--- config.mk ---
export PLATFORM = sky130hd
export DESIGN_NAME = bitslice_alu
export DESIGN_NICKNAME = d
export VERILOG_FILES = /design/src/rtl/alu_pkg.sv /design/src/rtl/alu_mux4.sv /design/src/rtl/alu_full_adder.sv /design/src/rtl/alu_slice.sv /design/src/rtl/alu_slice_msb.sv /design/src/rtl/bitslice_alu.sv
export SDC_FILE = /design/constraint.sdc
export NUM_CORES = 1
export LEC_CHECK = 0
export ABC_AREA = 1
export BUFFER_PORTS_ARGS = -buffer_cell sky130_fd_sc_hd__buf_2
export CAP_MARGIN = 10
export CORE_AREA = 2 2 39 41
export DETAILED_ROUTE_END_ITERATION = 16
export DIE_AREA = 0 0 41 43
export SLEW_MARGIN = 20
export SYNTH_ARGS = -nofsm -noshare
export SYNTH_HDL_FRONTEND = slang
export SYNTH_SLANG_ARGS = --single-unit
export TNS_END_PERCENT = 10
--- constraint.sdc ---
create_clock -name vclk -period 5.27
set_input_delay 0 -clock vclk [all_inputs]
set_output_delay 0 -clock vclk [all_outputs]
set_load 0.02 [all_outputs]
--- src/rtl/alu_pkg.sv ---
package alu_pkg;
   // Selector field op[1:0]: which per-bit value reaches the result
   typedef enum logic [1:0] {
      FN_AND  = 2'b00,
      FN_OR   = 2'b01,
      FN_SUM  = 2'b10,
      FN_LESS = 2'b11
   } fn_e;

   localparam logic [2:0] OP_AND = 3'b000;
   localparam logic [2:0] OP_OR  = 3'b001;
   localparam logic [2:0] OP_ADD = 3'b010;
   localparam logic [2:0] OP_SUB = 3'b110;
   localparam logic [2:0] OP_SLT = 3'b111;
endpackage

--- src/rtl/alu_mux4.sv ---
module alu_mux4 (
   input  logic       d0,
   input  logic       d1,
   input  logic       d2,
   input  logic       d3,
   input  logic [1:0] sel,
   output logic       y
);
   logic s0n, s1n, t0, t1, t2, t3;

   not n_s0 (s0n, sel[0]);
   not n_s1 (s1n, sel[1]);
   and g_t0 (t0, d0, s1n, s0n);
   and g_t1 (t1, d1, s1n, sel[0]);
   and g_t2 (t2, d2, sel[1], s0n);
   and g_t3 (t3, d3, sel[1], sel[0]);
   or  g_y  (y, t0, t1, t2, t3);

   always_comb begin
      a_r1_mux_pick: assert (y == (sel == 2'b00 ? d0 : sel == 2'b01 ? d1 :
                                   sel == 2'b10 ? d2 : d3));
   end
endmodule

--- src/rtl/alu_full_adder.sv ---
module alu_full_adder (
   input  logic a,
   input  logic b,
   input  logic ci,
   output logic s,
   output logic co
);
   logic p, g, pc;

   xor g_p  (p, a, b);
   xor g_s  (s, p, ci);
   and g_g  (g, a, b);
   and g_pc (pc, p, ci);
   or  g_co (co, g, pc);

   always_comb begin
      a_r4_adder_sum: assert ({co, s} == ({1'b0, a} + {1'b0, b} + {1'b0, ci}));
   end
endmodule

--- src/rtl/alu_slice.sv ---
module alu_slice (
   input  logic       a,
   input  logic       b,
   input  logic       less,
   input  logic       binv,
   input  logic       cin,
   input  logic [1:0] fn,
   output logic       res,
   output logic       cout
);
   logic bx, and_v, or_v, sum_v;

   xor g_bx  (bx, b, binv);
   and g_and (and_v, a, bx);
   or  g_or  (or_v, a, bx);

   alu_full_adder u_fa (.a(a), .b(bx), .ci(cin), .s(sum_v), .co(cout));
   alu_mux4 u_mux (.d0(and_v), .d1(or_v), .d2(sum_v), .d3(less), .sel(fn), .y(res));

   always_comb begin
      if (fn == alu_pkg::FN_AND)
         a_r2_slice_and: assert (res == (a & (b ^ binv)));
      if (fn == alu_pkg::FN_OR)
         a_r3_slice_or: assert (res == (a | (b ^ binv)));
   end
endmodule

--- src/rtl/alu_slice_msb.sv ---
module alu_slice_msb (
   input  logic       a,
   input  logic       b,
   input  logic       less,
   input  logic       binv,
   input  logic       cin,
   input  logic [1:0] fn,
   output logic       res,
   output logic       set,
   output logic       ovf_raw
);
   logic bx, and_v, or_v, sum_v, cout;

   xor g_bx  (bx, b, binv);
   and g_and (and_v, a, bx);
   or  g_or  (or_v, a, bx);

   alu_full_adder u_fa (.a(a), .b(bx), .ci(cin), .s(sum_v), .co(cout));

   // signed overflow: carry into top differs from carry out of top
   xor g_ov  (ovf_raw, cin, cout);
   // corrected sign of the difference
   xor g_set (set, sum_v, ovf_raw);

   alu_mux4 u_mux (.d0(and_v), .d1(or_v), .d2(sum_v), .d3(less), .sel(fn), .y(res));

   always_comb begin
      a_r8_msb_overflow: assert (ovf_raw == ((a == bx) && (sum_v != a)));
      a_r6_msb_set: assert (set == (ovf_raw ? a : sum_v));
   end
endmodule

--- src/rtl/bitslice_alu.sv ---
module bitslice_alu #(
   parameter int WIDTH = 4
) (
   input  logic [WIDTH-1:0] a_i,
   input  logic [WIDTH-1:0] b_i,
   input  logic [2:0]       op_i,
   output logic [WIDTH-1:0] result_o,
   output logic             zero_o,
   output logic             overflow_o
);
   localparam int MSB = WIDTH - 1;

   generate
      if (WIDTH < 2) begin : g_bad_width
         $error("bitslice_alu: WIDTH must be at least 2");
      end
   endgenerate

   logic       binv;
   logic [1:0] fn;
   logic       set_bit;
   logic       ovf_raw;
   logic       msb_cin;

   assign binv = op_i[2];
   assign fn   = op_i[1:0];

   generate
      for (genvar i = 0; i < MSB; i++) begin : g_lo
         logic ci, co, lss;
         if (i == 0) begin : g_first
            assign ci  = binv;
            assign lss = set_bit;
         end else begin : g_next
            assign ci  = g_lo[i-1].co;
            assign lss = 1'b0;
         end
         alu_slice u_slice (
            .a(a_i[i]), .b(b_i[i]), .less(lss), .binv(binv),
            .cin(ci), .fn(fn), .res(result_o[i]), .cout(co)
         );
      end
   endgenerate

   assign msb_cin = g_lo[MSB-1].co;

   alu_slice_msb u_msb (
      .a(a_i[MSB]), .b(b_i[MSB]), .less(1'b0), .binv(binv),
      .cin(msb_cin), .fn(fn), .res(result_o[MSB]),
      .set(set_bit), .ovf_raw(ovf_raw)
   );

   // overflow reported only when the sum is selected (ADD / SUB)
   logic fn0n;
   not g_fn0n (fn0n, fn[0]);
   and g_ovf  (overflow_o, ovf_raw, fn[1], fn0n);

   // zero flag: OR chain then invert
   generate
      for (genvar k = 0; k < WIDTH; k++) begin : g_zor
         logic any;
         if (k == 0) begin : g_z0
            assign any = result_o[0];
         end else begin : g_zk
            or g_o (any, g_zor[k-1].any, result_o[k]);
         end
      end
   endgenerate
   not g_zero (zero_o, g_zor[MSB].any);

   always_comb begin
      a_r7_zero_flag: assert (zero_o == (result_o == '0));
      if (fn != alu_pkg::FN_SUM)
         a_r9_no_overflow: assert (!overflow_o);
      if (fn == alu_pkg::FN_LESS)
         a_r6_upper_clear: assert (result_o[MSB:1] == '0);
   end
endmodule

; Word-level counts from Yosys, hierarchy flattened
; Cells that the tools add are included.
[totals]
inputBits = 11
register_bits = 0
output_inout_bits = 6
elab_cells = 54
[classes]
reduce_logical = 18
bitwise_logic = 36
[ops]
columns = operator, count
row1 = AND reduction 3 bit, 14
row2 = bitwise XOR 1 bit, 14
row3 = bitwise OR 1 bit, 11
row4 = OR reduction 3 bit, 3
row5 = bitwise AND 1 bit, 8
row6 = OR reduction 4 bit, 1
row7 = inverter 1 bit, 3

; Depth between registers and ports, before layout
; Gate-level depths: netlist of the first run.
[logic_depth]
word_depth = 18
ltp_mapped = 13
mapped_depth_nobuf = 12

; Hierarchy
; A second synthesis of the first run with hierarchy kept.
[unflattened]
cells_unflattened = 114
hier_area_um2 = 524.3
[modules_own_cells]
columns = module, instances, area_each_um2, cells_per_inst, seq_area_each_um2
row1 = alu_mux4, 4, 51.3, 13, 0.0
row2 = alu_slice, 3, 38.8, 9, 0.0
row3 = alu_full_adder, 4, 20.0, 1, 0.0
row4 = alu_slice_msb, 1, 77.6, 20, 0.0
row5 = bitslice_alu, 1, 45.0, 11, 0.0

; Worst setup path after synthesis of the first run
; Ideal clock, no wire load.
[synth_path]
kind = input -> output
startpoint = in op_i[2]
endpoint = out zero_o
slack_ns = 3.092
stages = 13
t_required_ns = 5.270
path_buffers = 1
t_arrival_ns = 2.178
path_cell_list = buf_2 -> xnor2_1 -> inv_1 -> fa_1 -> inv_1 -> fa_1 -> clkinv_1 -> fa_1 -> nand3_1 -> nand2_1 -> nor2_2 -> nand3_1 -> nor2_1
[synth_between]
elab_chain_len = 18
elab_cells_between_ends = 51
cone_classes = bitwise: 34 / reduce/logical: 17
[synth_rtl]
columns = item, line
row1 = start: declaration, bitslice_alu.sv:6  ; input logic [2:0] op_i,
row2 = bitwise XOR 1 bit, alu_slice.sv:13  ; xor g_bx (bx, b, binv);
row3 = bitwise XOR 1 bit, alu_full_adder.sv:10  ; xor g_p (p, a, b);
row4 = bitwise AND 1 bit, alu_full_adder.sv:13  ; and g_pc (pc, p, ci);
row5 = bitwise OR 1 bit, alu_full_adder.sv:14  ; or g_co (co, g, pc);
row6 = bitwise AND 1 bit, alu_full_adder.sv:13
row7 = bitwise OR 1 bit, alu_full_adder.sv:14
row8 = bitwise AND 1 bit, alu_full_adder.sv:13
row9 = bitwise OR 1 bit, alu_full_adder.sv:14
row10 = bitwise AND 1 bit, alu_full_adder.sv:13
row11 = bitwise OR 1 bit, alu_full_adder.sv:14
row12 = bitwise XOR 1 bit, alu_slice_msb.sv:21  ; xor g_ov (ovf_raw, cin, cout);
row13 = bitwise XOR 1 bit, alu_slice_msb.sv:23  ; xor g_set (set, sum_v, ovf_raw);
row14 = AND reduction 3 bit, alu_mux4.sv:16  ; and g_t3 (t3, d3, sel[1], sel[0]);
row15 = OR reduction 4 bit, alu_mux4.sv:17  ; or g_y (y, t0, t1, t2, t3);
row16 = bitwise OR 1 bit (2 in series), bitslice_alu.sv:65  ; or g_o (any, g_zor[k-1].any, result_o[k]);
row17 = bitwise OR 1 bit (*), bitslice_alu.sv:65
row18 = inverter 1 bit (*), bitslice_alu.sv:69  ; not g_zero (zero_o, g_zor[MSB].any);
row19 = end: declaration, bitslice_alu.sv:8  ; output logic zero_o,
; Mark *: on every way between the ends. The rest lies on a longest branch, timed or not.

; Worst setup path in the final report of the first run
; Same ends and word-level chain as after synthesis.

==> results of run 1 <==
[area by class of cell]
class | instances | area [sq um]
Fill cell | 152 | 876
Multi-Input combinational cell | 50 | 350
Timing Repair Buffer | 17 | 85.1
Inverter | 14 | 52.6
Tap cell | 16 | 20.0
[cell families (layout without fill, tap and decap cells)]
group	Yosys count	after routing	share of synthesized area
AOI/OAI and AO/OA	3	3	0.0400
and+or+nand+nor	34	34	0.346
buffers and inverters	19	31	0.200
xor gates and xnor gates	3	3	0.0600
adders and majority gates	10	10	0.354
[how the worst max path moves through the flow]
stage,cells past startpoint,end,slack [ns]
after floorplan,13,zero_o,3.09
after global placement,14,zero_o,3.00
after detailed placement,14,zero_o,2.97
after CTS,14,zero_o,2.97
after global routing,14,zero_o,2.76
final,14,zero_o,3.01
[report_power, final]
group | leakage, nW | internal [mW] | total (mW) | switching, mW
sequential | 0 | 0 | 0 | 0
combinational | 0.314 | 0.0207 | 0.0539 | 0.0332
clock | 0 | 0 | 0 | 0
[Yosys cell counts]
cell and number:
inv_2 2, inv_1 11, nor2_2 3, ha_1 6, fa_1 4, nand3_1 5
nand2_1 14, clkinv_1 1, buf_4 4, buf_2 1, xnor2_1 3, nor2_1 9
o21a_1 1, nand3b_1 2, a21oi_1 2, nand2_2 1
[layer usage]
| layer | global-route usage | routed length (microns) | vias up | share of wire |
|---|---|---|---|---|
| li1 | - | - | 224 | - |
| met1 | 0.156 | 349 | 183 | 0.47 |
| met2 | 0.159 | 351 | 12 | 0.47 |
| met3 | 0 | 46 | 0 | 0.062 |
| met4 | 0 | 0 | 0 | 0 |
| met5 | 0 | 0 | - | 0 |
==> results.cfg, run 1 <==
[status]
status = complete, no violations

[place]
dp.cells = 97
post_dp_cell_area_sq_um = 508
io_buffer_count = 17
gp_congestion = 0.743
dp_hpwl_microns = 681
pre_cts_slack_ns = 2.97

[drt]
routedWlPerCell_microns = 7.70
drcViolationCount = 0
drt_wl_total_microns = 747
route.antenna.remaining_nets = 0
avgViaCountPerCell = 4.32
first_pass_iters = 4
vias = 419
drtIter0Drc = 5

[floorplan]
fp-row-count = 14
core_area_sq_mm = 0.00138
die_x_microns = 41
ios = 17
die_h_microns = 43
initial_core_util = 0.316
die_area_sq_mm = 0.00176

[hold_path]
hold_path_class = primary input to output port
min_path_cells = 4
hold_path_end = result_o[0]
hp-start = a_i[0]

[finish]
nNetsFinal = 104
register_area_sq_um = 0
num_antenna_cells = 0
syn_to_final_growth_pct = 16.0
fin_area_sq_um = 508
layout-drive-gt1-share = 0.284
final_util = 0.367
layout_commonest_cell = buf_2
nClkBuffers = 0
seq_cells = 0
stdcell_count = 97
final_cell_mix = buf_2, nand2_1, inv_1, nor2_1, ha_1

[global_routing]
antenna_found_initial = 0
track_usage = 0.0997
grt_start_max_net_pins = 8
grt.overflow.total = 0
grt_pass1_vias = 339
grt_pass1_wl_microns = 1320

[timing]
setup_tns_ns = 0
clock.fmax_ghz = 0.442
relSlewSlack = 0.788
finalHoldViolations = 0
rsz0062_at_grt = no
min_period_ns = 2.26
maxSlewViolCount = 0
period_share = 0.429
whs_ns = 0.376
setup_viol = 0
finalWorstSetupSlack_ns = 3.01
tightest_slew_ns = 0.316

[power]
max-vdd-ir-drop_mv = 0.0361
power_uw = 53.9
power.density_mw_per_mm2 = 106
leakage_nw = 0.314

[synthesis]
synth_warnings = 0
ys_seq_area_frac = 0
synthTopCellsByArea = fa_1, ha_1, nand2_1
syn_area_per_cell_sq_um = 6.35
netlist.area_leader.share = 0.183
synth_top_cell_by_area = fa_1
synth.distinct_cells = 16
postSynthCellCount = 69
synth_nets = 90
synth_area_sq_um = 438

[setup_path]
cp_slowest_stage_delay_ns = 0.44
cp-start-kind = primary input
critPathMaxFanout = 5
worstSetupEndpointType = output port
required_ns = 5.27
crit_buf_inv = 5
worstSetupStartpoint = op_i[2]
path_cells = buf_2 -> xnor2_1 -> inv_1 -> fa_1 -> inv_1 -> fa_1 -> clkinv_1 -> fa_1 -> nand3_1 -> nand2_1 -> nor2_2 -> nand3_1 -> nor2_1 -> buf_2
arrival_ns = 2.26
slowest_stage = fa_1
cpMostUsedCell = fa_1
cp_top_family = adder cells
path_class = primary input to output port

[clock_tree]
cts_hold_buffers = 0
postCtsSetupBuffers = 0
cts_resized = 0

[flow_run]
cap_violations = 0
(Power assumes the default switching activity.)
==> run 2, diff against run 1 <==
==> constraint.sdc (replaced) <==
create_clock -name vclk -period 2
set_input_delay 0 -clock vclk [all_inputs]
set_output_delay 0 -clock vclk [all_outputs]
set_load 0.02 [all_outputs]
==> results.cfg, run 2 (synthesized netlist as in run 1, its figures left out) <==
[status]
status = complete, no violations

[timing]
rsz0062_at_grt = yes
maxSlewViolCount = 0
clock.fmax_ghz = 0.509
setup_viol = 0
relSlewSlack = 0.816
period_share = 0.982
min_period_ns = 1.96
tightest_slew_ns = 0.274
setup_tns_ns = 0
finalHoldViolations = 0

[floorplan]
core_area_sq_mm = 0.00138
die_x_microns = 41
ios = 17
fp-row-count = 14
die_area_sq_mm = 0.00176
initial_core_util = 0.316
die_h_microns = 43

[drt]
route.antenna.remaining_nets = 0
avgViaCountPerCell = 4.37
drtIter0Drc = 1
routedWlPerCell_microns = 7.44
vias = 472
first_pass_iters = 4
drt_wl_total_microns = 804
drcViolationCount = 0

[setup_path]
worstSetupStartpoint = op_i[2]
crit_end = zero_o
critPathMaxFanout = 4
path_class = primary input to output port
path_cells = buf_12 -> xnor2_4 -> inv_2 -> fa_2 -> inv_2 -> fa_2 -> inv_4 -> fa_1 -> nand3_1 -> nand2_1 -> nor2_2 -> nand3_2 -> nor2_4 -> buf_6
slowest_stage = fa_1
cp-start-kind = primary input
cp_slowest_stage_delay_ns = 0.43
arrival_ns = 1.96
cp_top_family = adder cells
required_ns = 2.00
worstSetupEndpointType = output port
crit_buf_inv = 5
cp.depth = 14

[finish]
layout-drive-gt1-share = 0.489
fill_cells = 145
final_cell_mix = nand2_1, buf_2, buf_4, inv_1, nor2_1
syn_to_final_growth_pct = 52.6
layout_commonest_cell = nand2_1
final_util = 0.483
nNetsFinal = 115
register_area_sq_um = 0
seq_cells = 0
nClkBuffers = 0
num_antenna_cells = 0

[hold_path]
hold_path_class = primary input to output port

[power]
max-vdd-ir-drop_mv = 0.105
clkPwrFrac = 0
leakage_nw = 0.388
power.density_mw_per_mm2 = 306
seq_power_share = 0
p_int_uw = 98.8
p_switching_uw = 105
power_uw = 204
p_sw_frac = 0.516
combPwrFrac = 1.000

[place]
dp_hpwl_microns = 733
io_buffer_count = 17
gp_congestion = 0.694

[global_routing]
grt_pass1_wl_microns = 1390
grt_start_max_net_pins = 8
grt_pass1_vias = 375
antenna_found_initial = 0
grt.overflow.total = 0
track_usage = 0.104

[flow_run]
cap_violations = 0

[clock_tree]
cts_hold_buffers = 0
## run 2: cell types whose count changed in the layout (fill, tap and decap cells not counted), sizes merged
cell / previous run / this run
buf: 17 / 28
clkinv: 1 / 0
inv: 13 / 14
## run 2: timing repair
action	in CTS	in global routing
pin swaps	5	1
gates resized for setup	9	6
buffers inserted	1	0
setup endpoints to repair	3	3
## run 2: power by group through the flow
stage	clock [mW]	sequential, mW	combinational [mW]
floorplan	0	0	0.129
global placement	0	0	0.182
detailed placement	0	0	0.185
CTS	0	0	0.200
global route	0	0	0.227
finish	0	0	0.204
## run 2: how the worst min path moves through the flow
stage	to	slack [ns]	from	depth (start not counted)
floorplan	zero_o	0.21	a_i[0]	3
global placement	zero_o	0.43	a_i[0]	5
finish	zero_o	0.40	a_i[0]	5
global route	zero_o	0.44	a_i[0]	5
CTS	zero_o	0.39	a_i[0]	5
detailed placement	zero_o	0.44	a_i[0]	5
## run 2: worst min-delay path, stage by stage
cell	delay, ns
buf_2	0.09
nand2_1	0.06
nand3_2	0.10
nor2_4	0.04
buf_6	0.12
## run 2: through the flow
stage               setup WS (ns)  hold slack [ns]  instances  instance area, sq um
floorplan                0.000507            0.211         69                   467
global placement           -0.150            0.432        107                   609
detailed placement         -0.161            0.444        107                   609
CTS                     -0.000522            0.394        108                   653
global route              -0.0831            0.436        108                   668
finish                     0.0360            0.401        108                   668
## run 2: final cells by class
cell class         instances  area, sq um  area share
repair buffers            28          198       0.296
well taps                 16         20.0      0.0300
inverters                 14         55.1      0.0824
multi-input cells         50          395       0.592
## run 2: metal layers
| metal | global-route usage | part of all wire |
|---|---|---|
| met4 | 0 | 0 |
| met5 | 0 | 0 |
| met1 | 0.154 | 0.46 |
| met2 | 0.175 | 0.50 |
| met3 | 0 | 0.044 |
